$ cat config.mk
export PLATFORM = sky130hd
export DESIGN_NAME = pll_calrec_ctrl
export DESIGN_NICKNAME = d
export VERILOG_FILES = /design/src/rtl/pll_calrec_pkg.sv /design/src/rtl/cr_bus_master.sv /design/src/rtl/cr_record_ram.sv /design/src/rtl/cr_sequencer.sv /design/src/rtl/pll_calrec_ctrl.sv
export SDC_FILE = /design/constraint.sdc
export NUM_CORES = 1
export LEC_CHECK = 0
export ABC_AREA = 1
export CELL_PAD_IN_SITES_DETAIL_PLACEMENT = 0
export CELL_PAD_IN_SITES_GLOBAL_PLACEMENT = 1
export CORE_MARGIN = 2
export CORE_UTILIZATION = 40
export DETAILED_ROUTE_END_ITERATION = 16
export PLACE_DENSITY = 0.65
export SYNTH_ARGS = -nofsm -noshare
export SYNTH_HDL_FRONTEND = slang
export SYNTH_SLANG_ARGS = --single-unit
export TNS_END_PERCENT = 20
$ cat constraint.sdc
create_clock -name clk -period 10.15 [get_ports clk]
set_input_delay 1.015 -clock clk [delete_from_list [all_inputs] [get_ports clk]]
set_output_delay 1.015 -clock clk [all_outputs]
set_load 0.02 [all_outputs]
$ cat src/rtl/pll_calrec_pkg.sv
package pll_calrec_pkg;

    typedef enum logic [3:0] {
        S_IDLE,
        S_CSW,
        S_CKICK,
        S_CPOLL,
        S_CCHK,
        S_CRES,
        S_CNEXT,
        S_CFIN,
        S_CTOUT,
        S_RCHK,
        S_RLOAD,
        S_RWR,
        S_RFIN
    } seq_state_t;

    typedef enum logic [1:0] {
        M_IDLE,
        M_CMD,
        M_RESP
    } bm_state_t;

endpackage

$ cat src/rtl/cr_bus_master.sv
module cr_bus_master
    import pll_calrec_pkg::*;
#(
    parameter int AW = 12,
    parameter int DW = 32
) (
    input  logic          clk,
    input  logic          rst_n,
    input  logic          cmd_go,
    input  logic          cmd_wr,
    input  logic [AW-1:0] cmd_addr,
    input  logic [DW-1:0] cmd_wdata,
    output logic          cmd_done,
    output logic [DW-1:0] rsp_data,
    output logic [AW-1:0] rc_addr,
    output logic          rc_write,
    output logic          rc_read,
    output logic [DW-1:0] rc_wdata,
    input  logic          rc_waitreq,
    input  logic [DW-1:0] rc_rdata,
    input  logic          rc_rdvalid
);

    bm_state_t     st, st_nxt;
    logic          wr_q;
    logic [AW-1:0] addr_q;
    logic [DW-1:0] data_q;

    always_ff @(posedge clk or negedge rst_n) begin
        if (!rst_n) begin
            st <= M_IDLE;
        end else begin
            st <= st_nxt;
        end
    end

    always_ff @(posedge clk or negedge rst_n) begin
        if (!rst_n) begin
            wr_q   <= 1'b0;
            addr_q <= '0;
            data_q <= '0;
        end else if (st == M_IDLE && cmd_go) begin
            wr_q   <= cmd_wr;
            addr_q <= cmd_addr;
            data_q <= cmd_wdata;
        end
    end

    always_comb begin
        st_nxt = st;
        unique case (st)
            M_IDLE: if (cmd_go) st_nxt = M_CMD;
            M_CMD:  if (!rc_waitreq) st_nxt = wr_q ? M_IDLE : M_RESP;
            M_RESP: if (rc_rdvalid) st_nxt = M_IDLE;
            default: st_nxt = M_IDLE;
        endcase
    end

    always_comb begin
        rc_write = (st == M_CMD) && wr_q;
        rc_read  = (st == M_CMD) && !wr_q;
        rc_addr  = addr_q;
        rc_wdata = data_q;
        cmd_done = ((st == M_CMD) && wr_q && !rc_waitreq) ||
                   ((st == M_RESP) && rc_rdvalid);
        rsp_data = rc_rdata;
    end

endmodule

$ cat src/rtl/cr_record_ram.sv
module cr_record_ram #(
    parameter int NREC  = 4,
    parameter int DEPTH = 16,
    parameter int EW    = 44,
    localparam int XW   = (DEPTH > 1) ? $clog2(DEPTH) : 1,
    localparam int RIW  = (NREC > 1) ? $clog2(NREC) : 1
) (
    input  logic           clk,
    input  logic           rst_n,
    input  logic           we,
    input  logic [XW-1:0]  idx,
    input  logic [EW-1:0]  wdata,
    output logic [EW-1:0]  rdata,
    input  logic           vset,
    input  logic           vclr,
    input  logic [RIW-1:0] vidx,
    output logic           vout
);

    logic [EW-1:0]   mem [DEPTH];
    logic [NREC-1:0] valid;

    always_ff @(posedge clk) begin
        if (we) mem[idx] <= wdata;
        rdata <= mem[idx];
    end

    always_ff @(posedge clk or negedge rst_n) begin
        if (!rst_n) begin
            valid <= '0;
        end else if (vset) begin
            valid[vidx] <= 1'b1;
        end else if (vclr) begin
            valid[vidx] <= 1'b0;
        end
    end

    assign vout = valid[vidx];

endmodule

$ cat src/rtl/cr_sequencer.sv
module cr_sequencer
    import pll_calrec_pkg::*;
#(
    parameter int NCH           = 2,
    parameter int NRATE         = 2,
    parameter int NSW           = 2,
    parameter int NCAL          = 2,
    parameter int AW            = 12,
    parameter int DW            = 32,
    parameter int TIMEOUT       = 4096,
    parameter int CAL_CTRL_ADDR = 'h040,
    parameter int CAL_STAT_ADDR = 'h041,
    parameter int CAL_RES_BASE  = 'h050,
    localparam int N     = NSW + NCAL,
    localparam int NREC  = NCH * NRATE,
    localparam int DEPTH = NREC * N,
    localparam int CHW   = (NCH > 1) ? $clog2(NCH) : 1,
    localparam int RTW   = (NRATE > 1) ? $clog2(NRATE) : 1,
    localparam int WW    = $clog2(N),
    localparam int RIW   = (NREC > 1) ? $clog2(NREC) : 1,
    localparam int XW    = (DEPTH > 1) ? $clog2(DEPTH) : 1,
    localparam int EW    = AW + DW,
    localparam int TCW   = $clog2(TIMEOUT + 1) + 1
) (
    input  logic           clk,
    input  logic           rst_n,
    input  logic           cap_req,
    input  logic           rep_req,
    input  logic [CHW-1:0] rep_ch,
    input  logic [RTW-1:0] rep_rate,
    output logic [CHW-1:0] prof_ch,
    output logic [RTW-1:0] prof_rate,
    output logic [WW-1:0]  prof_word,
    input  logic [AW-1:0]  prof_addr,
    input  logic [DW-1:0]  prof_data,
    output logic           cmd_go,
    output logic           cmd_wr,
    output logic [AW-1:0]  cmd_addr,
    output logic [DW-1:0]  cmd_wdata,
    input  logic           cmd_done,
    input  logic [DW-1:0]  rsp_data,
    output logic           ram_we,
    output logic [XW-1:0]  ram_idx,
    output logic [EW-1:0]  ram_wdata,
    input  logic [EW-1:0]  ram_rdata,
    output logic           val_set,
    output logic           val_clr,
    output logic [RIW-1:0] val_idx,
    input  logic           val_in,
    output logic           busy,
    output logic           cap_done,
    output logic           rep_done,
    output logic           rep_reject,
    output logic           cal_err,
    output logic [NCH-1:0] chan_rst,
    output logic           seq_rep,
    output logic [CHW-1:0] cur_ch
);

    seq_state_t     state, nxt;
    logic [CHW-1:0] ch_q;
    logic [RTW-1:0] rate_q;
    logic [WW-1:0]  word_q;
    logic [TCW-1:0] tcnt;
    logic           stat_q;
    logic [NCH-1:0] chrst_q;
    logic [RIW-1:0] rec_idx;
    logic [AW-1:0]  res_addr;
    logic           last_sw, last_word, last_rate, last_ch;

    always_comb begin
        rec_idx   = RIW'(ch_q) * RIW'(NRATE) + RIW'(rate_q);
        ram_idx   = XW'(rec_idx) * XW'(N) + XW'(word_q);
        res_addr  = AW'(CAL_RES_BASE) + AW'(word_q) - AW'(NSW);
        last_sw   = (word_q == WW'(NSW - 1));
        last_word = (word_q == WW'(N - 1));
        last_rate = (rate_q == RTW'(NRATE - 1));
        last_ch   = (ch_q == CHW'(NCH - 1));
    end

    // state register
    always_ff @(posedge clk or negedge rst_n) begin
        if (!rst_n) begin
            state <= S_IDLE;
        end else begin
            state <= nxt;
        end
    end

    // transitions
    always_comb begin
        nxt = state;
        unique case (state)
            S_IDLE:  if (cap_req) nxt = S_CSW;
                     else if (rep_req) nxt = S_RCHK;
            S_CSW:   if (cmd_done && last_sw) nxt = S_CKICK;
            S_CKICK: if (cmd_done) nxt = S_CPOLL;
            S_CPOLL: if (cmd_done) nxt = S_CCHK;
            S_CCHK:  if (!stat_q) nxt = S_CRES;
                     else if (tcnt >= TCW'(TIMEOUT)) nxt = S_CTOUT;
                     else nxt = S_CPOLL;
            S_CRES:  if (cmd_done && last_word) nxt = S_CNEXT;
            S_CNEXT: nxt = (last_rate && last_ch) ? S_CFIN : S_CSW;
            S_CFIN:  nxt = S_IDLE;
            S_CTOUT: nxt = S_IDLE;
            S_RCHK:  nxt = val_in ? S_RLOAD : S_IDLE;
            S_RLOAD: nxt = S_RWR;
            S_RWR:   if (cmd_done) nxt = last_word ? S_RFIN : S_RLOAD;
            S_RFIN:  nxt = S_IDLE;
            default: nxt = S_IDLE;
        endcase
    end

    // counters and channel resets
    always_ff @(posedge clk or negedge rst_n) begin
        if (!rst_n) begin
            ch_q    <= '0;
            rate_q  <= '0;
            word_q  <= '0;
            tcnt    <= '0;
            stat_q  <= 1'b0;
            chrst_q <= '1;
        end else begin
            unique case (state)
                S_IDLE: begin
                    if (cap_req) begin
                        ch_q   <= '0;
                        rate_q <= '0;
                        word_q <= '0;
                    end else if (rep_req) begin
                        ch_q            <= rep_ch;
                        rate_q          <= rep_rate;
                        word_q          <= '0;
                        chrst_q[rep_ch] <= 1'b1;
                    end
                end
                S_CSW: if (cmd_done) word_q <= word_q + 1'b1;
                S_CKICK: if (cmd_done) tcnt <= '0;
                S_CPOLL: begin
                    if (tcnt < TCW'(TIMEOUT)) tcnt <= tcnt + 1'b1;
                    if (cmd_done) stat_q <= rsp_data[0];
                end
                S_CCHK: if (tcnt < TCW'(TIMEOUT)) tcnt <= tcnt + 1'b1;
                S_CRES: if (cmd_done && !last_word) word_q <= word_q + 1'b1;
                S_CNEXT: begin
                    word_q <= '0;
                    if (last_rate) begin
                        rate_q <= '0;
                        if (!last_ch) ch_q <= ch_q + 1'b1;
                    end else begin
                        rate_q <= rate_q + 1'b1;
                    end
                end
                S_RWR: if (cmd_done && !last_word) word_q <= word_q + 1'b1;
                S_RFIN: chrst_q[ch_q] <= 1'b0;
                default: ;
            endcase
        end
    end

    // outputs
    always_comb begin
        cmd_go    = 1'b0;
        cmd_wr    = 1'b1;
        cmd_addr  = '0;
        cmd_wdata = '0;
        ram_we    = 1'b0;
        ram_wdata = {prof_addr, prof_data};
        unique case (state)
            S_CSW: begin
                cmd_go    = 1'b1;
                cmd_addr  = prof_addr;
                cmd_wdata = prof_data;
                ram_we    = cmd_done;
            end
            S_CKICK: begin
                cmd_go    = 1'b1;
                cmd_addr  = AW'(CAL_CTRL_ADDR);
                cmd_wdata = DW'(1);
            end
            S_CPOLL: begin
                cmd_go   = 1'b1;
                cmd_wr   = 1'b0;
                cmd_addr = AW'(CAL_STAT_ADDR);
            end
            S_CRES: begin
                cmd_go    = 1'b1;
                cmd_wr    = 1'b0;
                cmd_addr  = res_addr;
                ram_we    = cmd_done;
                ram_wdata = {res_addr, rsp_data};
            end
            S_RWR: begin
                cmd_go    = 1'b1;
                cmd_addr  = ram_rdata[EW-1:DW];
                cmd_wdata = ram_rdata[DW-1:0];
            end
            default: ;
        endcase
    end

    always_comb begin
        val_idx    = rec_idx;
        val_clr    = (state == S_CSW) && (word_q == '0);
        val_set    = (state == S_CNEXT);
        busy       = (state != S_IDLE);
        cap_done   = (state == S_CFIN);
        cal_err    = (state == S_CTOUT);
        rep_done   = (state == S_RFIN);
        rep_reject = (state == S_RCHK) && !val_in;
        seq_rep    = (state == S_RCHK) || (state == S_RLOAD) ||
                     (state == S_RWR) || (state == S_RFIN);
        chan_rst   = chrst_q;
        cur_ch     = ch_q;
        prof_ch    = ch_q;
        prof_rate  = rate_q;
        prof_word  = word_q;
    end

endmodule

$ cat src/rtl/pll_calrec_ctrl.sv
module pll_calrec_ctrl #(
    parameter int NCH           = 2,
    parameter int NRATE         = 2,
    parameter int NSW           = 2,
    parameter int NCAL          = 2,
    parameter int AW            = 12,
    parameter int DW            = 32,
    parameter int TIMEOUT       = 4096,
    parameter int CAL_CTRL_ADDR = 'h040,
    parameter int CAL_STAT_ADDR = 'h041,
    parameter int CAL_RES_BASE  = 'h050,
    localparam int N     = NSW + NCAL,
    localparam int NREC  = NCH * NRATE,
    localparam int DEPTH = NREC * N,
    localparam int CHW   = (NCH > 1) ? $clog2(NCH) : 1,
    localparam int RTW   = (NRATE > 1) ? $clog2(NRATE) : 1,
    localparam int WW    = $clog2(N),
    localparam int RIW   = (NREC > 1) ? $clog2(NREC) : 1,
    localparam int XW    = (DEPTH > 1) ? $clog2(DEPTH) : 1,
    localparam int EW    = AW + DW
) (
    input  logic           clk,
    input  logic           rst_n,
    input  logic           cap_req,
    input  logic           rep_req,
    input  logic [CHW-1:0] rep_ch,
    input  logic [RTW-1:0] rep_rate,
    output logic [CHW-1:0] prof_ch,
    output logic [RTW-1:0] prof_rate,
    output logic [WW-1:0]  prof_word,
    input  logic [AW-1:0]  prof_addr,
    input  logic [DW-1:0]  prof_data,
    output logic [AW-1:0]  rc_addr,
    output logic           rc_write,
    output logic           rc_read,
    output logic [DW-1:0]  rc_wdata,
    input  logic           rc_waitreq,
    input  logic [DW-1:0]  rc_rdata,
    input  logic           rc_rdvalid,
    output logic           busy,
    output logic           cap_done,
    output logic           rep_done,
    output logic           rep_reject,
    output logic           cal_err,
    output logic [NCH-1:0] chan_rst
);

    logic           cmd_go, cmd_wr, cmd_done;
    logic [AW-1:0]  cmd_addr;
    logic [DW-1:0]  cmd_wdata, rsp_data;
    logic           ram_we;
    logic [XW-1:0]  ram_idx;
    logic [EW-1:0]  ram_wdata, ram_rdata;
    logic           val_set, val_clr, val_in;
    logic [RIW-1:0] val_idx;
    logic           seq_rep;
    logic [CHW-1:0] cur_ch;

    cr_sequencer #(
        .NCH(NCH), .NRATE(NRATE), .NSW(NSW), .NCAL(NCAL), .AW(AW), .DW(DW),
        .TIMEOUT(TIMEOUT), .CAL_CTRL_ADDR(CAL_CTRL_ADDR),
        .CAL_STAT_ADDR(CAL_STAT_ADDR), .CAL_RES_BASE(CAL_RES_BASE)
    ) u_seq (
        .clk(clk), .rst_n(rst_n),
        .cap_req(cap_req), .rep_req(rep_req), .rep_ch(rep_ch), .rep_rate(rep_rate),
        .prof_ch(prof_ch), .prof_rate(prof_rate), .prof_word(prof_word),
        .prof_addr(prof_addr), .prof_data(prof_data),
        .cmd_go(cmd_go), .cmd_wr(cmd_wr), .cmd_addr(cmd_addr), .cmd_wdata(cmd_wdata),
        .cmd_done(cmd_done), .rsp_data(rsp_data),
        .ram_we(ram_we), .ram_idx(ram_idx), .ram_wdata(ram_wdata), .ram_rdata(ram_rdata),
        .val_set(val_set), .val_clr(val_clr), .val_idx(val_idx), .val_in(val_in),
        .busy(busy), .cap_done(cap_done), .rep_done(rep_done),
        .rep_reject(rep_reject), .cal_err(cal_err), .chan_rst(chan_rst),
        .seq_rep(seq_rep), .cur_ch(cur_ch)
    );

    cr_record_ram #(.NREC(NREC), .DEPTH(DEPTH), .EW(EW)) u_ram (
        .clk(clk), .rst_n(rst_n),
        .we(ram_we), .idx(ram_idx), .wdata(ram_wdata), .rdata(ram_rdata),
        .vset(val_set), .vclr(val_clr), .vidx(val_idx), .vout(val_in)
    );

    cr_bus_master #(.AW(AW), .DW(DW)) u_bus (
        .clk(clk), .rst_n(rst_n),
        .cmd_go(cmd_go), .cmd_wr(cmd_wr), .cmd_addr(cmd_addr), .cmd_wdata(cmd_wdata),
        .cmd_done(cmd_done), .rsp_data(rsp_data),
        .rc_addr(rc_addr), .rc_write(rc_write), .rc_read(rc_read), .rc_wdata(rc_wdata),
        .rc_waitreq(rc_waitreq), .rc_rdata(rc_rdata), .rc_rdvalid(rc_rdvalid)
    );

endmodule

### Word level (Yosys, flattened, before mapping)

Memories as Yosys holds them, arrays and structs flattened. A register that Yosys moved wholly into a read port is not among the register bits.
Cells that the tools add are included.

* output and inout bits: 57
* memories: 1
* word-level logic and storage cells: 163
* input bits: 84
* bits in writable memories: 704
* register bits after elaboration: 76

* mux-type cells: 56
* equal/unequal tests: 31
* order comparisons: 8
* reductions and logical operators: 41
* add/sub/neg operators: 8
* bitwise gates (word level): 6

Memory list
* u_ram.mem: depth 16, width 44, read ports 1, clocked after memory_dff 1, wr ports 1, line cr_record_ram.sv:20 `logic [EW-1:0] mem [DEPTH];`

Operator list (count)
* 32-bit one-hot mux with 3 select lines: 1
* 12-bit one-hot mux with 5 select lines: 1
* 4-bit 2-to-1 mux: 12
* 44-bit 2-to-1 mux: 1
* 4-bit one-hot mux with 10 select lines: 1
* 14-bit 2-to-1 mux: 2
* 14-bit one-hot mux with 2 select lines: 1
* 4-bit equality test (second input constant): 5
* 2-bit 2-to-1 mux: 10
* 2-bit by 1-bit != test with 1-bit output (second input constant): 9
* 4-bit by 3-bit equality test with 1-bit output (second input constant): 4
* 1-bit 2-to-1 mux: 16
* 14-bit by 1-bit adder with 14-bit output (second input constant): 1
* 14-bit by 13-bit greater-or-equal comparator with 1-bit output (second input constant): 1
* 1-bit logical AND: 14
* 14-bit by 13-bit < comparator with 1-bit output (second input constant): 1
* 3-bit AND reduction: 4
* 12-bit by 2-bit subtractor with 12-bit output (second input constant): 1
* 2-bit != test (second input constant): 5
* 7-bit by 2-bit adder with 8-bit output (first input constant): 1
* 4-bit by 2-bit equality test with 1-bit output (second input constant): 2
* 2-bit one-hot mux with 4 select lines: 1
* 2-bit nonzero test: 4
* 4-bit nonzero test: 2
* other kinds (34): 50

### Logic depth before layout (Yosys ltp)

* depth after elaboration: 9
* depth in mapped cells: 12
* depth with buffers taken out: 10

### Modules after synthesis

A second synthesis with hierarchy kept.

* cell total of the unflattened synthesis: 3642
* area total of the unflattened synthesis: 35550.3 sq um

Modules (own cells, without submodules)
* cr_record_ram: sequential area each 22121.2 sq um, times used 1, area an instance 30400.4 sq um, cells an instance 2917
* cr_sequencer: sequential area each 628.1 sq um, times used 1, area an instance 2797.7 sq um, cells an instance 486
* cr_bus_master: sequential area each 1176.1 sq um, times used 1, area an instance 2352.3 sq um, cells an instance 239

### Worst setup path after synthesis

Ideal clock, no wire load.

* path kind: in2reg
* from: input rc_waitreq
* to: memory u_ram.mem[0][0], enable pin
* path slack: 6.176 ns
* library setup time: 0.445 ns
* cell stages on the path: 7
* arrival time: 3.529 ns
* buffers on the path: 0
* required time: 9.705 ns
* cell sequence: inv_1 > nand4_1 > nand2_1 > inv_1 > nor2_1 > nand2_1 > nor2_1

* cells in the longest elaborated chain, start to end: 6

RTL lines
* from (decl): line pll_calrec_ctrl.sv:37 `input logic rc_waitreq,`
* 1-bit zero test
* 1-bit logical AND: line cr_bus_master.sv:64 `cmd_done = ((st == M_CMD) && wr_q && !rc_waitreq) ||`
* 1-bit logical OR: line cr_bus_master.sv:64
* 1-bit 2-to-1 mux: line cr_sequencer.sv:169 `unique case (state)`
* 1-bit 2-to-1 mux: line cr_record_ram.sv:24 `if (we) mem[idx] <= wdata;`
* 1-bit 2-to-1 mux (implied by the code): line cr_record_ram.sv:24
* to (decl): line cr_record_ram.sv:20

Every way passes these cells.

### Final worst setup path

* from: register u_seq.word_q[0], in the netlist u_seq.prof_word[0]
* to: register u_ram.rdata[13] (read register of u_ram.mem)

* cells in the longest elaborated chain, start to end: 1

RTL lines
* from (decl): line cr_sequencer.sv:63 `logic [WW-1:0] word_q;`
* from (signal assigned): line cr_sequencer.sv:137 `S_CSW: if (cmd_done) word_q <= word_q + 1'b1;`
* from (signal assigned): line cr_sequencer.sv:144 `S_CRES: if (cmd_done && !last_word) word_q <= word_q + 1'b1;`
* from (signal assigned): line cr_sequencer.sv:154 `S_RWR: if (cmd_done && !last_word) word_q <= word_q + 1'b1;`
* 4-bit by 2-bit adder with 4-bit output: line cr_sequencer.sv:73 `ram_idx = XW'(rec_idx) * XW'(N) + XW'(word_q);`
* to (decl): line cr_record_ram.sv:13 `output logic [EW-1:0] rdata,`

Every way passes these cells.
A chain may end at the register's enable or synchronous reset.

==> results.py <==
metrics = {
    "clock_network": {
        "cts_max_level": 3,
        "cts_root_buf": "clkbuf_16",
        "numCtsBuffers": 87,
        "cts_buffer_depth": 3,
        "ctsResizeCount": 0,
        "cts_tree": "done",
        "hold_buffers": 0,
        "clock_sinks": 824,
        "clk_latency_ps": 650,
        "clkTransAtPathRegs_ps": 60,
        "post_cts_buffers": 0,
    },
    "final_layout": {
        "multi_input_area_um2": 7980,
        "fillers": 7190,
        "drive_gt1_share_pct": 8.09,
        "final-instance-count-excl-fill": 4101,
        "fin_nets": 3055,
        "antenna_cells": 0,
        "post-route-util_pct": 47.6,
        "layout_commonest_cell": "edfxtp_1",
        "design_area_um2": 38400,
        "area_growth_syn_to_layout_pct": 17.3,
        "final_cell_mix": "704 x edfxtp_1, 524 x nand2_1, 505 x o21ai_0, 485 x nor2_1, 139 x clkdlybuf4s50_1",
        "ff_latch_area_um2": 23900,
    },
    "detailed_routing": {
        "routed.top_layer": "met4",
        "wl_um": 86700,
        "drt_pass1_iterations": 8,
        "wl_met1_um": 40200,
        "wl_met3_um": 4760,
        "dr_wl_met2_um": 40400,
        "vias": 21800,
        "drc": 0,
        "ant_nets": 0,
        "vias_per_cell": 5.32,
        "drt_iter0_markers": 1757,
        "route.detailed.wl_per_inst_um": 21.1,
    },
    "floorplan": {
        "fp.dieArea_um2": 84200,
        "die_y_um": 290,
        "pin_count": 141,
        "initial_utilization_pct": 40.5,
        "fp.dieW_um": 290,
        "rows": 104,
        "core_area_um2": 80800,
    },
    "placed_design": {
        "dp_hpwl_um": 45000,
        "gp_congestion": 0.810,
        "dpl.cell_count": 3937,
        "pre_cts_slack_ps": 5900,
        "io_buffers": 140,
        "post_dp_cell_area_um2": 35400,
    },
    "worst_setup_path": {
        "worstReg2RegStart": "u_seq.prof_word[0]$_DFFE_PN0P_",
        "worstPathArrival_ps": 4410,
        "crit_chain": "buf_4 -> buf_4 -> nor2_1 -> nor2_1 -> o21ai_0 -> o21ai_0 -> nand2_1 -> nand4_1",
        "worstSetupPathType": "register to register",
        "end_kind": "register",
        "max_stage_delay_ps": 1060,
        "startpoint": "u_seq.prof_word[0]$_DFFE_PN0P_",
        "path_max_fanout": 100,
        "critical_path_buf_inv_count": 2,
        "critPathLaunchType": "register",
        "crit_family": "buffers and inverters",
        "worstPathRequired_ps": 10720,
        "slowest_stage": "dfrtp_4",
    },
    "sta": {
        "slew_headroom_pct": 12.0,
        "fin_setup_tns_ps": 0,
        "setup_slack_ps": 6310,
        "grt_setup_unrepaired": "false",
        "fin_skew_ps": 20.4,
        "fin_crit_sh_pct": 37.8,
        "fin_crit_ps": 3840,
        "slew_violations": 0,
        "setup-violations-final": 0,
        "hold_slack_ps": 315,
        "fmax_mhz": 260,
        "worstMarginPinSlew_ps": 1310,
        "hold_violations": 0,
    },
    "yosys": {
        "syn_inst": 2832,
        "ys_types": 34,
        "synth_top_cell_by_area": "edfxtp_1",
        "seq_area_frac_synth_pct": 73.0,
        "synth.area.top_cells": "edfxtp_1 65%, o21ai_0 7.7%, nand2_1 6.0%, nor2_1 5.8%, dfrtp_1 5.7%",
        "synth_seq_cells": 824,
        "syn_avg_cell_area_um2": 11.6,
        "syn_area_um2": 32800,
        "syn_nets": 2921,
        "yosys_warnings": 0,
        "netlist.area_leader.share_pct": 64.5,
    },
    "pwr": {
        "power.density_nw_per_um2": 258,
        "p_leak_nw": 13.5,
        "power_mw": 9.91,
        "vdd_drop_max_uv": 146,
    },
    "global_route": {
        "grt_pass1_vias": 21500,
        "grt_pass1_wl_um": 131000,
        "grt_max_degree": 172,
        "track_usage_pct": 20.3,
        "antenna_found_initial": 1,
        "overflow": 0,
    },
    "hold_path": {
        "hold_class": "input pin to asynchronous set/reset pin",
    },
    "run": {
        "cap_violations": 0,
    },
    "status": {
        "status": "finished, final reports clean",
    },
}
==> where the power goes <==
group	internal, mW	leakage (nW)	total, mW	switching (mW)
clock	1.96	1.47	3.31	1.35
sequential	4.02	7.72	4.19	0.166
combinational	0.705	4.33	2.42	1.71
total	6.69	13.5	9.91	3.23
==> synthesized netlist by cell type (all sizes together) <==
library cell  instances
a21o                  1
a21oi                10
a31oi                 1
buf                  69
clkbuf               90
clkinv                4
dfrtp                74
dfstp                 2
dfxtp                44
edfxtp              704
ha                    5
inv                  76
nand2               529
nand3                35
nand3b                1
nand4                50
nor2                505
nor3                  2
o211ai                1
o21ai               531
o21bai                1
o22a                  1
o22ai                88
or2                   1
xnor2                 2
xor2                  5
==> logic make-up (layout without fill, tap and decap cells) <==
family / after synthesis / in the layout / synth area share [%]
XOR/XNOR: 7 / 7 / 0.187
buffers and inverters: 239 / 448 / 3.03
AND/OR/NAND/NOR: 1123 / 1123 / 13.5
flip-flops: 824 / 824 / 73.0
adder cells (fa/ha/maj): 5 / 5 / 0.191
AO/OA/AOI/OAI: 634 / 634 / 10.1
==> sequential cells by signal, summed over array words and instances, names as in the netlist, named ones only <==
name	cells
u_ram.mem	704
u_ram.rdata	44
u_bus.rc_wdata	32
u_seq.tcnt	14
u_bus.rc_addr	12
u_seq.state	4
u_bus.st	2
u_seq.chan_rst	2
u_seq.prof_word	2
u_bus.wr_q	1
u_seq.cur_ch	1
u_seq.prof_rate	1
u_seq.stat_q	1
==> layer usage <==
layer / track usage [%] / vias to the layer above
li1: - / 10200
met2: 33.0 / 588
met3: 3.16 / 104
met4: 5.12 / 0
met5: 0 / -
met1: 28.8 / 10900
==> final cells by class <==
type	instances	share of cell area, %
Multi-Input combinational cell	1769	20.8
Inverter	80	0.807
Sequential cell	824	62.3
Timing Repair Buffer	204	4.89
Clock inverter	46	1.46
Tap cell	1060	3.45
Clock buffer	118	6.36
==> final timing paths <==
kind / end / slack (ps) / depth (start not counted)
min reg2reg: u_bus.rc_addr[11]$_DFFE_PN0P_ / 480 / 2
min in group clk: u_bus.rc_addr[11]$_DFFE_PN0P_ / 480 / 2
max in group asynchronous: u_seq.prof_word[0]$_DFFE_PN0P_ / 8640 / 2
max: u_ram.rdata[13]$_DFF_P_ / 6310 / 8
min: u_bus.rc_addr[8]$_DFFE_PN0P_ / 320 / 1
max reg2reg: u_ram.rdata[13]$_DFF_P_ / 6310 / 8
Note: power is estimated with default switching activity, not from simulation.
